[src/rtl/wpc_pkg.sv]
package wpc_pkg;
  localparam int WEL_BIT  = 1;
  localparam int LOCK_LO  = 3;
  localparam int LOCK_HI  = 4;
  localparam int HWEN_BIT = 7;

  typedef enum logic [1:0] {
    LOCK_NONE = 2'b00,
    LOCK_QTR  = 2'b01,
    LOCK_HALF = 2'b10,
    LOCK_ALL  = 2'b11
  } lock_e;

  typedef struct packed {
    logic  hwen;
    lock_e lock;
    logic  wel;
  } prot_s;
endpackage

[src/rtl/wpc_lock_range.sv]
module wpc_lock_range #(
  parameter int ADDR_W      = 16,
  parameter int ARRAY_DEPTH = 16384
) (
  input  logic [ADDR_W-1:0] addr,
  input  wpc_pkg::lock_e    lock,
  output logic              in_array,
  output logic              in_locked
);
  import wpc_pkg::*;

  localparam logic [ADDR_W:0] DEPTH_V = (ADDR_W+1)'(ARRAY_DEPTH);
  localparam logic [ADDR_W:0] QTR_V   = (ADDR_W+1)'(ARRAY_DEPTH - ARRAY_DEPTH/4);
  localparam logic [ADDR_W:0] HALF_V  = (ADDR_W+1)'(ARRAY_DEPTH/2);

  logic [ADDR_W:0] a_ext;
  logic            hit;

  assign a_ext    = {1'b0, addr};
  assign in_array = (a_ext < DEPTH_V);

  always_comb begin
    unique case (lock)
      LOCK_NONE: hit = 1'b0;
      LOCK_QTR:  hit = (a_ext >= QTR_V);
      LOCK_HALF: hit = (a_ext >= HALF_V);
      default:   hit = 1'b1;
    endcase
  end

  assign in_locked = in_array & hit;
endmodule

[src/rtl/wpc_decide.sv]
module wpc_decide #(
  parameter int ADDR_W      = 16,
  parameter int DATA_W      = 8,
  parameter int ARRAY_DEPTH = 16384
) (
  input  logic              req,
  input  logic [ADDR_W-1:0] addr,
  input  logic [DATA_W-1:0] data,
  input  logic              wp_pin,
  input  wpc_pkg::prot_s    cur,
  output logic              grant_d,
  output logic              deny_d,
  output logic              wel_we,
  output logic              nv_we,
  output wpc_pkg::prot_s    nxt
);
  import wpc_pkg::*;

  localparam logic [ADDR_W-1:0] REG_ADDR = '1;

  logic is_reg, in_array, in_locked, hw_lock, nv_ok, ok;

  wpc_lock_range #(.ADDR_W(ADDR_W), .ARRAY_DEPTH(ARRAY_DEPTH)) u_range (
    .addr      (addr),
    .lock      (cur.lock),
    .in_array  (in_array),
    .in_locked (in_locked)
  );

  assign is_reg  = (addr == REG_ADDR);
  assign hw_lock = wp_pin & cur.hwen;
  assign nv_ok   = cur.wel & ~hw_lock;

  always_comb begin
    nxt      = cur;
    nxt.wel  = data[WEL_BIT];
    nxt.lock = lock_e'(data[LOCK_HI:LOCK_LO]);
    nxt.hwen = data[HWEN_BIT];
    if (is_reg)        ok = nv_ok;
    else if (in_array) ok = cur.wel & ~in_locked;
    else               ok = 1'b0;
  end

  assign wel_we  = req & is_reg;
  assign nv_we   = req & is_reg & nv_ok;
  assign grant_d = req & ok;
  assign deny_d  = req & ~ok;
endmodule

[src/rtl/wpc_prot_regs.sv]
module wpc_prot_regs (
  input  logic           clk,
  input  logic           rst_n,
  input  logic           wel_we,
  input  logic           nv_we,
  input  wpc_pkg::prot_s nxt,
  output wpc_pkg::prot_s q
);
  import wpc_pkg::*;

  logic  wel_q;
  lock_e lock_q;
  logic  hwen_q;

  // Volatile latch: cleared by reset
  always_ff @(posedge clk or negedge rst_n) begin
    if (!rst_n)      wel_q <= 1'b0;
    else if (wel_we) wel_q <= nxt.wel;
  end

  // Nonvolatile cells: not touched by reset
  always_ff @(posedge clk) begin
    if (nv_we) begin
      lock_q <= nxt.lock;
      hwen_q <= nxt.hwen;
    end
  end

  assign q = '{hwen: hwen_q, lock: lock_q, wel: wel_q};
endmodule

[src/rtl/wpc_top.sv]
module wpc_top #(
  parameter int ADDR_W      = 16,
  parameter int DATA_W      = 8,
  parameter int ARRAY_DEPTH = 16384
) (
  input  logic              clk,
  input  logic              rst_n,
  input  logic              wr_req,
  input  logic [ADDR_W-1:0] wr_addr,
  input  logic [DATA_W-1:0] wr_data,
  input  logic              wp_pin,
  output logic              grant,
  output logic              deny,
  output logic [DATA_W-1:0] ctrl_rd
);
  import wpc_pkg::*;

  logic [1:0] rst_pipe;
  logic       rst_sync_n;
  prot_s      cur, nxt;
  logic       grant_d, deny_d, wel_we, nv_we;
  logic       grant_q, deny_q;

  always_ff @(posedge clk or negedge rst_n) begin
    if (!rst_n) rst_pipe <= 2'b00;
    else        rst_pipe <= {rst_pipe[0], 1'b1};
  end
  assign rst_sync_n = rst_pipe[1];

  wpc_decide #(.ADDR_W(ADDR_W), .DATA_W(DATA_W), .ARRAY_DEPTH(ARRAY_DEPTH)) u_dec (
    .req     (wr_req),
    .addr    (wr_addr),
    .data    (wr_data),
    .wp_pin  (wp_pin),
    .cur     (cur),
    .grant_d (grant_d),
    .deny_d  (deny_d),
    .wel_we  (wel_we),
    .nv_we   (nv_we),
    .nxt     (nxt)
  );

  wpc_prot_regs u_regs (
    .clk    (clk),
    .rst_n  (rst_sync_n),
    .wel_we (wel_we),
    .nv_we  (nv_we),
    .nxt    (nxt),
    .q      (cur)
  );

  always_ff @(posedge clk or negedge rst_sync_n) begin
    if (!rst_sync_n) begin
      grant_q <= 1'b0;
      deny_q  <= 1'b0;
    end else begin
      grant_q <= grant_d;
      deny_q  <= deny_d;
    end
  end

  assign grant = grant_q;
  assign deny  = deny_q;

  always_comb begin
    ctrl_rd                  = '0;
    ctrl_rd[WEL_BIT]         = cur.wel;
    ctrl_rd[LOCK_HI:LOCK_LO] = cur.lock;
    ctrl_rd[HWEN_BIT]        = cur.hwen;
  end
endmodule

[config.mk]
export PLATFORM = sky130hd
export DESIGN_NAME = wpc_top
export DESIGN_NICKNAME = d
export VERILOG_FILES = /design/src/rtl/wpc_pkg.sv /design/src/rtl/wpc_lock_range.sv /design/src/rtl/wpc_decide.sv /design/src/rtl/wpc_prot_regs.sv /design/src/rtl/wpc_top.sv
export SDC_FILE = /design/constraint.sdc
export NUM_CORES = 1
export LEC_CHECK = 0
export ABC_CLOCK_PERIOD_IN_PS = 800
export BUFFER_PORTS_ARGS = -buffer_cell sky130_fd_sc_hd__buf_2
export CELL_PAD_IN_SITES_DETAIL_PLACEMENT = 1
export CELL_PAD_IN_SITES_GLOBAL_PLACEMENT = 1
export CORE_ASPECT_RATIO = 1.25
export CORE_UTILIZATION = 23
export CTS_BUF_LIST = sky130_fd_sc_hd__clkbuf_8 sky130_fd_sc_hd__clkbuf_16
export CTS_CLUSTER_SIZE = 10
export DETAILED_ROUTE_END_ITERATION = 12
export HOLD_SLACK_MARGIN = 0.12
export PLACE_DENSITY_LB_ADDON = 0.1
export SLEW_MARGIN = 20
export SYNTH_ARGS = -nofsm -noshare
export SYNTH_HDL_FRONTEND = slang
export SYNTH_HIERARCHICAL = 1
export SYNTH_SLANG_ARGS = --single-unit
[constraint.sdc]
create_clock -name clk -period 0.8 [get_ports clk]
set_input_delay 0.24 -clock clk [delete_from_list [all_inputs] [get_ports clk]]
set_output_delay 0.24 -clock clk [all_outputs]
set_load 0.005 [all_outputs]
Word-level counts from Yosys, hierarchy flattened
Index checks and enable logic that the tools add are counted.
{"block": "classes", "magnitude_cmp": 3, "eq_ne": 3, "muxes": 3, "n_bitwise": 11, "reduce_logical": 1}
{"cell": "16-bit by 14-bit greater-or-equal comparator with 1-bit output, second input constant", "n": 2}
{"cell": "16-bit equality test, second input constant", "n": 1}
{"cell": "16-bit by 15-bit < comparator with 1-bit output, second input constant", "n": 1}
{"cell": "1-bit bitwise AND", "n": 8}
{"cell": "1-bit NOT", "n": 3}
{"cell": "1-bit one-hot mux with 3 select lines", "n": 1}
{"cell": "2-bit by 1-bit equality test with 1-bit output, second input constant", "n": 1}
{"cell": "2-bit equality test, second input constant", "n": 1}
{"cell": "2-bit zero test", "n": 1}
{"cell": "1-bit two-way mux", "n": 2}
{"block": "totals", "register_bits": 8, "input_bits": 28, "output_inout_bits": 10, "word_cells": 27}

Logic depth before layout (Yosys ltp)
{"block": "depth", "depth_word": 9, "ltp_mapped": 5, "ltp_nobuf": 5}

By module
The synthesis kept the hierarchy.
{"module": "wpc_decide", "instances": 1, "cells_each": 20, "area_each_um2": 158.9, "seq_area_each_um2": 0.0}
{"module": "wpc_prot_regs", "instances": 1, "cells_each": 7, "area_each_um2": 145.1, "seq_area_each_um2": 115.1}
{"module": "wpc_top", "instances": 1, "cells_each": 10, "area_each_um2": 137.6, "seq_area_each_um2": 100.1}
{"module": "wpc_lock_range", "instances": 1, "cells_each": 4, "area_each_um2": 28.8, "seq_area_each_um2": 0.0}

Worst setup path after synthesis
No wires, ideal clock.
{"block": "synth_path", "path_type": "input -> register", "startpoint": "in wr_addr[8]", "endpoint": "reg u_regs.wel_q", "setup_time_ns": 0.125, "t_arrival_ns": 1.202, "required_ns": 0.675, "setup_slack_ns": -0.527, "stages": 4, "cell_sequence": "nand4_1 > nor4_4 > and2_2 > mux2_4"}
{"block": "synth_via", "elab_chain_len": 2}
{"element": "start: declaration", "line": "wpc_top.sv:9", "source": "input logic [ADDR_W-1:0] wr_addr,"}
{"element": "16-bit equality test", "line": "wpc_decide.sv:30", "source": "assign is_reg = (addr == REG_ADDR);"}
{"element": "1-bit bitwise AND", "line": "wpc_decide.sv:44", "source": "assign wel_we = req & is_reg;"}
{"element": "named net wel_we", "line": "wpc_top.sv:21", "source": "logic grant_d, deny_d, wel_we, nv_we;"}
{"element": "end signal: assignment", "line": "wpc_prot_regs.sv:18", "source": "else if (wel_we) wel_q <= nxt.wel;"}
{"element": "end: declaration", "line": "wpc_prot_regs.sv:11", "source": "logic wel_q;"}
The timed path passes the listed nets, and every way through them passes these cells.
A chain may end at the register's enable or synchronous reset.

Worst setup path after layout
{"block": "layout_path", "startpoint": "reg u_regs.lock_q[0]", "endpoint": "reg deny_q, in the netlist deny"}
{"block": "layout_via", "elab_chain_len": 9, "word_cells_on_any_way": 11, "cone_classes": "eq/ne: 2; mux: 3; bitwise: 5; reduce/logical: 1"}
{"element": "start: declaration", "line": "wpc_prot_regs.sv:12", "source": "lock_e lock_q;"}
{"element": "start signal: assignment", "line": "wpc_prot_regs.sv:24", "source": "lock_q <= nxt.lock;"}
{"element": "2-bit equality test, or another cell as far along", "line": "wpc_lock_range.sv:23", "source": "unique case (lock)"}
{"element": "1-bit one-hot mux with 3 select lines (*)", "line": "wpc_lock_range.sv:23"}
{"element": "1-bit bitwise AND (*)", "line": "wpc_lock_range.sv:31", "source": "assign in_locked = in_array & hit;"}
{"element": "named net u_dec.in_locked", "line": "wpc_decide.sv:21", "source": "logic is_reg, in_array, in_locked, hw_lock, nv_ok, ok;"}
{"element": "1-bit NOT (*)", "line": "wpc_decide.sv:40", "source": "else if (in_array) ok = cur.wel & ~in_locked;"}
{"element": "1-bit bitwise AND (*)", "line": "wpc_decide.sv:40"}
{"element": "1-bit two-way mux (*)", "line": "wpc_decide.sv:40"}
{"element": "1-bit two-way mux (*)", "line": "wpc_decide.sv:39", "source": "if (is_reg) ok = nv_ok;"}
{"element": "1-bit NOT (*)", "line": "wpc_decide.sv:47", "source": "assign deny_d = req & ~ok;"}
{"element": "1-bit bitwise AND (*)", "line": "wpc_decide.sv:47"}
{"element": "named net deny_d", "line": "wpc_top.sv:21"}
{"element": "end signal: assignment", "line": "wpc_top.sv:58", "source": "deny_q <= deny_d;"}
{"element": "end: declaration", "line": "wpc_top.sv:22", "source": "logic grant_q, deny_q;"}
Mark *: on every way through the listed nets, which the timed path passes. The rest lies on a longest branch.

==> results.md <==
Routing:
- The remaining number of nets flagged by the antenna check after routing is 0.
- For this block, the routed nets add up to 1120 um of wire.
- The first detailed-routing pass took 2 iterations.
- The DRC marker count from the first detailed-route iteration is 9.
- The total DRC errors in the routed layout is 0.
- Dividing the detail-routed wire length by the instance count gives 11.3 um.
- The ratio of routed vias to standard cells is 4.38.
- The via count of the routed design is 434.

Job:
- Max-cap violations in this run came to 0.

Layout:
- The post-route netlist has a little under two thirds of its cells at a drive strength greater than 1.
- The final cell area excluding filler cells is 767 um2.
- The synthesis-to-finish area growth is 63.0%.
- The filler cells instantiated in the layout total 219.
- The final core utilization is 41.4%.
- The number of inserted diodes is 0.
- The final-stage net count is between 100 and 150.

Worst setup path:
- STA classifies the critical path endpoint as a flop.
- For the worst setup path, the data arrival time is roughly 1.3 ns.
- The worst setup path is of the reg2reg kind.
- The data required time at the worst endpoint is between 0.9 and 1 ns.
- Of all nets on the critical path, the largest fanout is 3.
- The kind of launch point of the worst setup path is a flop.

Global routing:
- The initial antenna violation count came to 0.
- The global-route wire length before repair is between 1500 and 2000 um.
- Entering global routing, the biggest net connects 6 pins.
- The global-route usage over all layers is 12.1%.
- The total overflow reported by the global router is 0.
- The via count of the first global-routing pass is roughly 430.

Power:
- The design draws between 0.001 and 0.0015 W.
- The cell area power density is 1410 nW/um2.
- In this run the static leakage power is 0.385 nW.
- Across the VDD grid, the largest voltage drop is 0.560 mV.

Clock network:
- The maximum clock path buffer count is 2.
- At the later pin of the worst-skew pair, clock insertion delay measures 0.23 ns.
- The hold buffer count at CTS is 1.
- Counting the buffers created by CTS gives 3.
- The number of clock sinks is 8.
- The H-tree depth is 1.
- Clock tree synthesis selected as its root buffer the cell clkbuf_8.
- The clock input transition at the sequential cells of the worst setup and hold paths is 0.04 ns.
- TritonCTS built the clock tree.

STA:
- After layout, the minimum clock period comes to 1.15 ns.
- The number of hold violations in the final report is 0.
- The final worst-path cycle share is 143%.
- Setup violations remaining at the end of the flow were counted as 12.
- The max-slew violation count is 0.
- The slack of the critical path is -0.346 ns.
- Setup repair after global routing could not meet its margin everywhere.
- Across all hold checks on the routed design, the worst slack comes to 0.0465 ns.
- The setup skew after layout is 0.000639 ns.
- The top achievable clock speed is 873 MHz.

Placement:
- The number of port buffers is 29.
- Summing all placed instances gives a cell area of 644 um2.
- The final estimated routing congestion in global placement is 0.620.
- Detailed placement finished with a half-perimeter wire length of 899 um.

Synth:
- The number of different library cells used by synthesis comes to 19.
- During synthesis, Yosys emitted a total of 6 warnings.
- The biggest area contributor in the post-synthesis netlist is dfrtp_1.
- By area the synthesized netlist is led by dfrtp_1 27%, edfxtp_1 19%, buf_4 16%.
- The share of the yosys chip area belonging to registers is 45.7%.
- The netlist area before placement is 470 um2.
- The average instance area after synthesis is 11.5 um2.
- Summed over its instances, the top area cell type makes up 26.6% of the synthesized netlist area.
- Synthesis produced a little over 40 cells.
- Synthesis inferred 8 register bits.

Floorplanning:
- The vertical die dimension is 52.6 um.
- The die covers 2230 um2.
- The core area is 1850 um2.
- During I/O placement, the number of pins put on the boundary was 38.
- From left edge to right edge, the die measures 42.5 um.
- The number of rows created at floorplan is 17.
- For this configuration, the core starts out at a cell density of 25.4%.

Outcome:
- The checks that failed: setup timing.
- The flow ran to the end, but the final reports show violations.

Min path:
- The path class of the tightest hold or removal check is reg2async.
==> synth_stat cells, drive strengths merged <==
| library cell | count |
|---|---|
| buf | 10 |
| dfrtp | 5 |
| nand4 | 5 |
| edfxtp | 3 |
| conb | 2 |
| inv | 2 |
| mux2 | 2 |
| nand3 | 2 |
| a21boi | 1 |
| a21oi | 1 |
| a31oi | 1 |
| and2 | 1 |
| and4 | 1 |
| mux2i | 1 |
| nand2 | 1 |
| nor2 | 1 |
| nor4 | 1 |
| o21ai | 1 |
==> final timing paths <==
path	startpoint	end	slack [ns]	cells past startpoint
min reg2reg	rst_pipe[1]	deny	0.05	0
max	u_regs/lock_q[0]	deny	-0.35	5
min	rst_pipe[1]	deny	0.05	0
max reg2reg	u_regs/lock_q[0]	deny	-0.35	5
max in group asynchronous	rst_n	rst_pipe[0]	0.38	2
min in group clk	wr_data[7]	u_regs/hwen_q	0.19	1
==> power breakdown <==
part,switching (W),total (W),internal [W]
Combinational,0.0000535,0.000143,0.0000894
Sequential,0.00000416,0.000440,0.000435
Clock,0.000163,0.000495,0.000333
==> area by class of cell <==
| class | count | area (um2) | area share [%] |
|---|---|---|---|
| well taps | 19 | 23.8 | 3.10 |
| inverters | 2 | 7.51 | 0.979 |
| multi-input cells | 24 | 195 | 25.4 |
| flip-flops and latches | 8 | 215 | 28.1 |
| clock inverters | 1 | 3.75 | 0.489 |
| repair buffers | 42 | 280 | 36.5 |
| clock buffers | 3 | 41.3 | 5.38 |
==> registers in the layout, indices dropped and copies added (netlist names) <==
signal         flops
deny               1
u_regs/lock_q      2
u_regs/hwen_q      1
u_regs/wel_q       1
grant              1
rst_pipe           2
==> kinds of logic (layout without fill, tap and decap cells) <==
kind of cell / after synthesis / in the layout / synth area share, %
and+or+nand+nor: 12 / 12 / 21.5
buffers and inverters: 12 / 48 / 17.6
DFF: 8 / 8 / 45.7
AOI/OAI and AO/OA: 4 / 4 / 5.05
muxes: 3 / 3 / 8.51
other: 2 / 5 / 1.60
==> cells in the final DEF, fill, tap and decap left out <==
cell / count
nand2_1: 1
a31oi_1: 1
mux2_4: 2
buf_2: 24
nor4_4: 1
buf_6: 6
nor2_4: 1
and2_4: 1
inv_1: 3
a21boi_1: 1
nand4_1: 4
dlygate4sd3_1: 1
buf_4: 11
edfxtp_1: 3
clkbuf_8: 3
dfrtp_1: 5
mux2i_1: 1
conb_1: 5
nand4_4: 1
and4_4: 1
a21oi_1: 1
nand3_1: 2
o21ai_1: 1
==> metrics by stage <==
stage | setup WS (ns) | cells | setup TNS, ns
global route | -0.445 | 99 | -3.81
global placement | -0.608 | 91 | -3.55
floorplan | -0.526 | 44 | -2.68
finish | -0.346 | 99 | -3.09
CTS | -0.360 | 99 | -3.22
detailed placement | -0.631 | 91 | -3.69
==> worst max-delay path: stages (launching register included) <==
cell and delay [ns]:
edfxtp_1 0.42, o21ai_1 0.14, a21boi_1 0.07, inv_1 0.07
a31oi_1 0.07, mux2_4 0.26
==> metal layers <==
metal / up-vias / GRT usage (%) / share of wire [%]
met3: 2 / 5.86 / 8.3
met5: - / 0 / 0
met2: 25 / 20.8 / 52
li1: 208 / - / -
met4: 0 / 6.25 / 1.1
met1: 199 / 12.1 / 38
==> timing repair <==
action / in CTS / in global routing
setup endpoints to repair: 12 / 12
hold endpoints to repair: 5 / 3
pin swaps: 6 / 1
setup buffers: 3 / 0
resized for setup: 8 / 1
No activity file was read; power rests on OpenSTA's default activity.
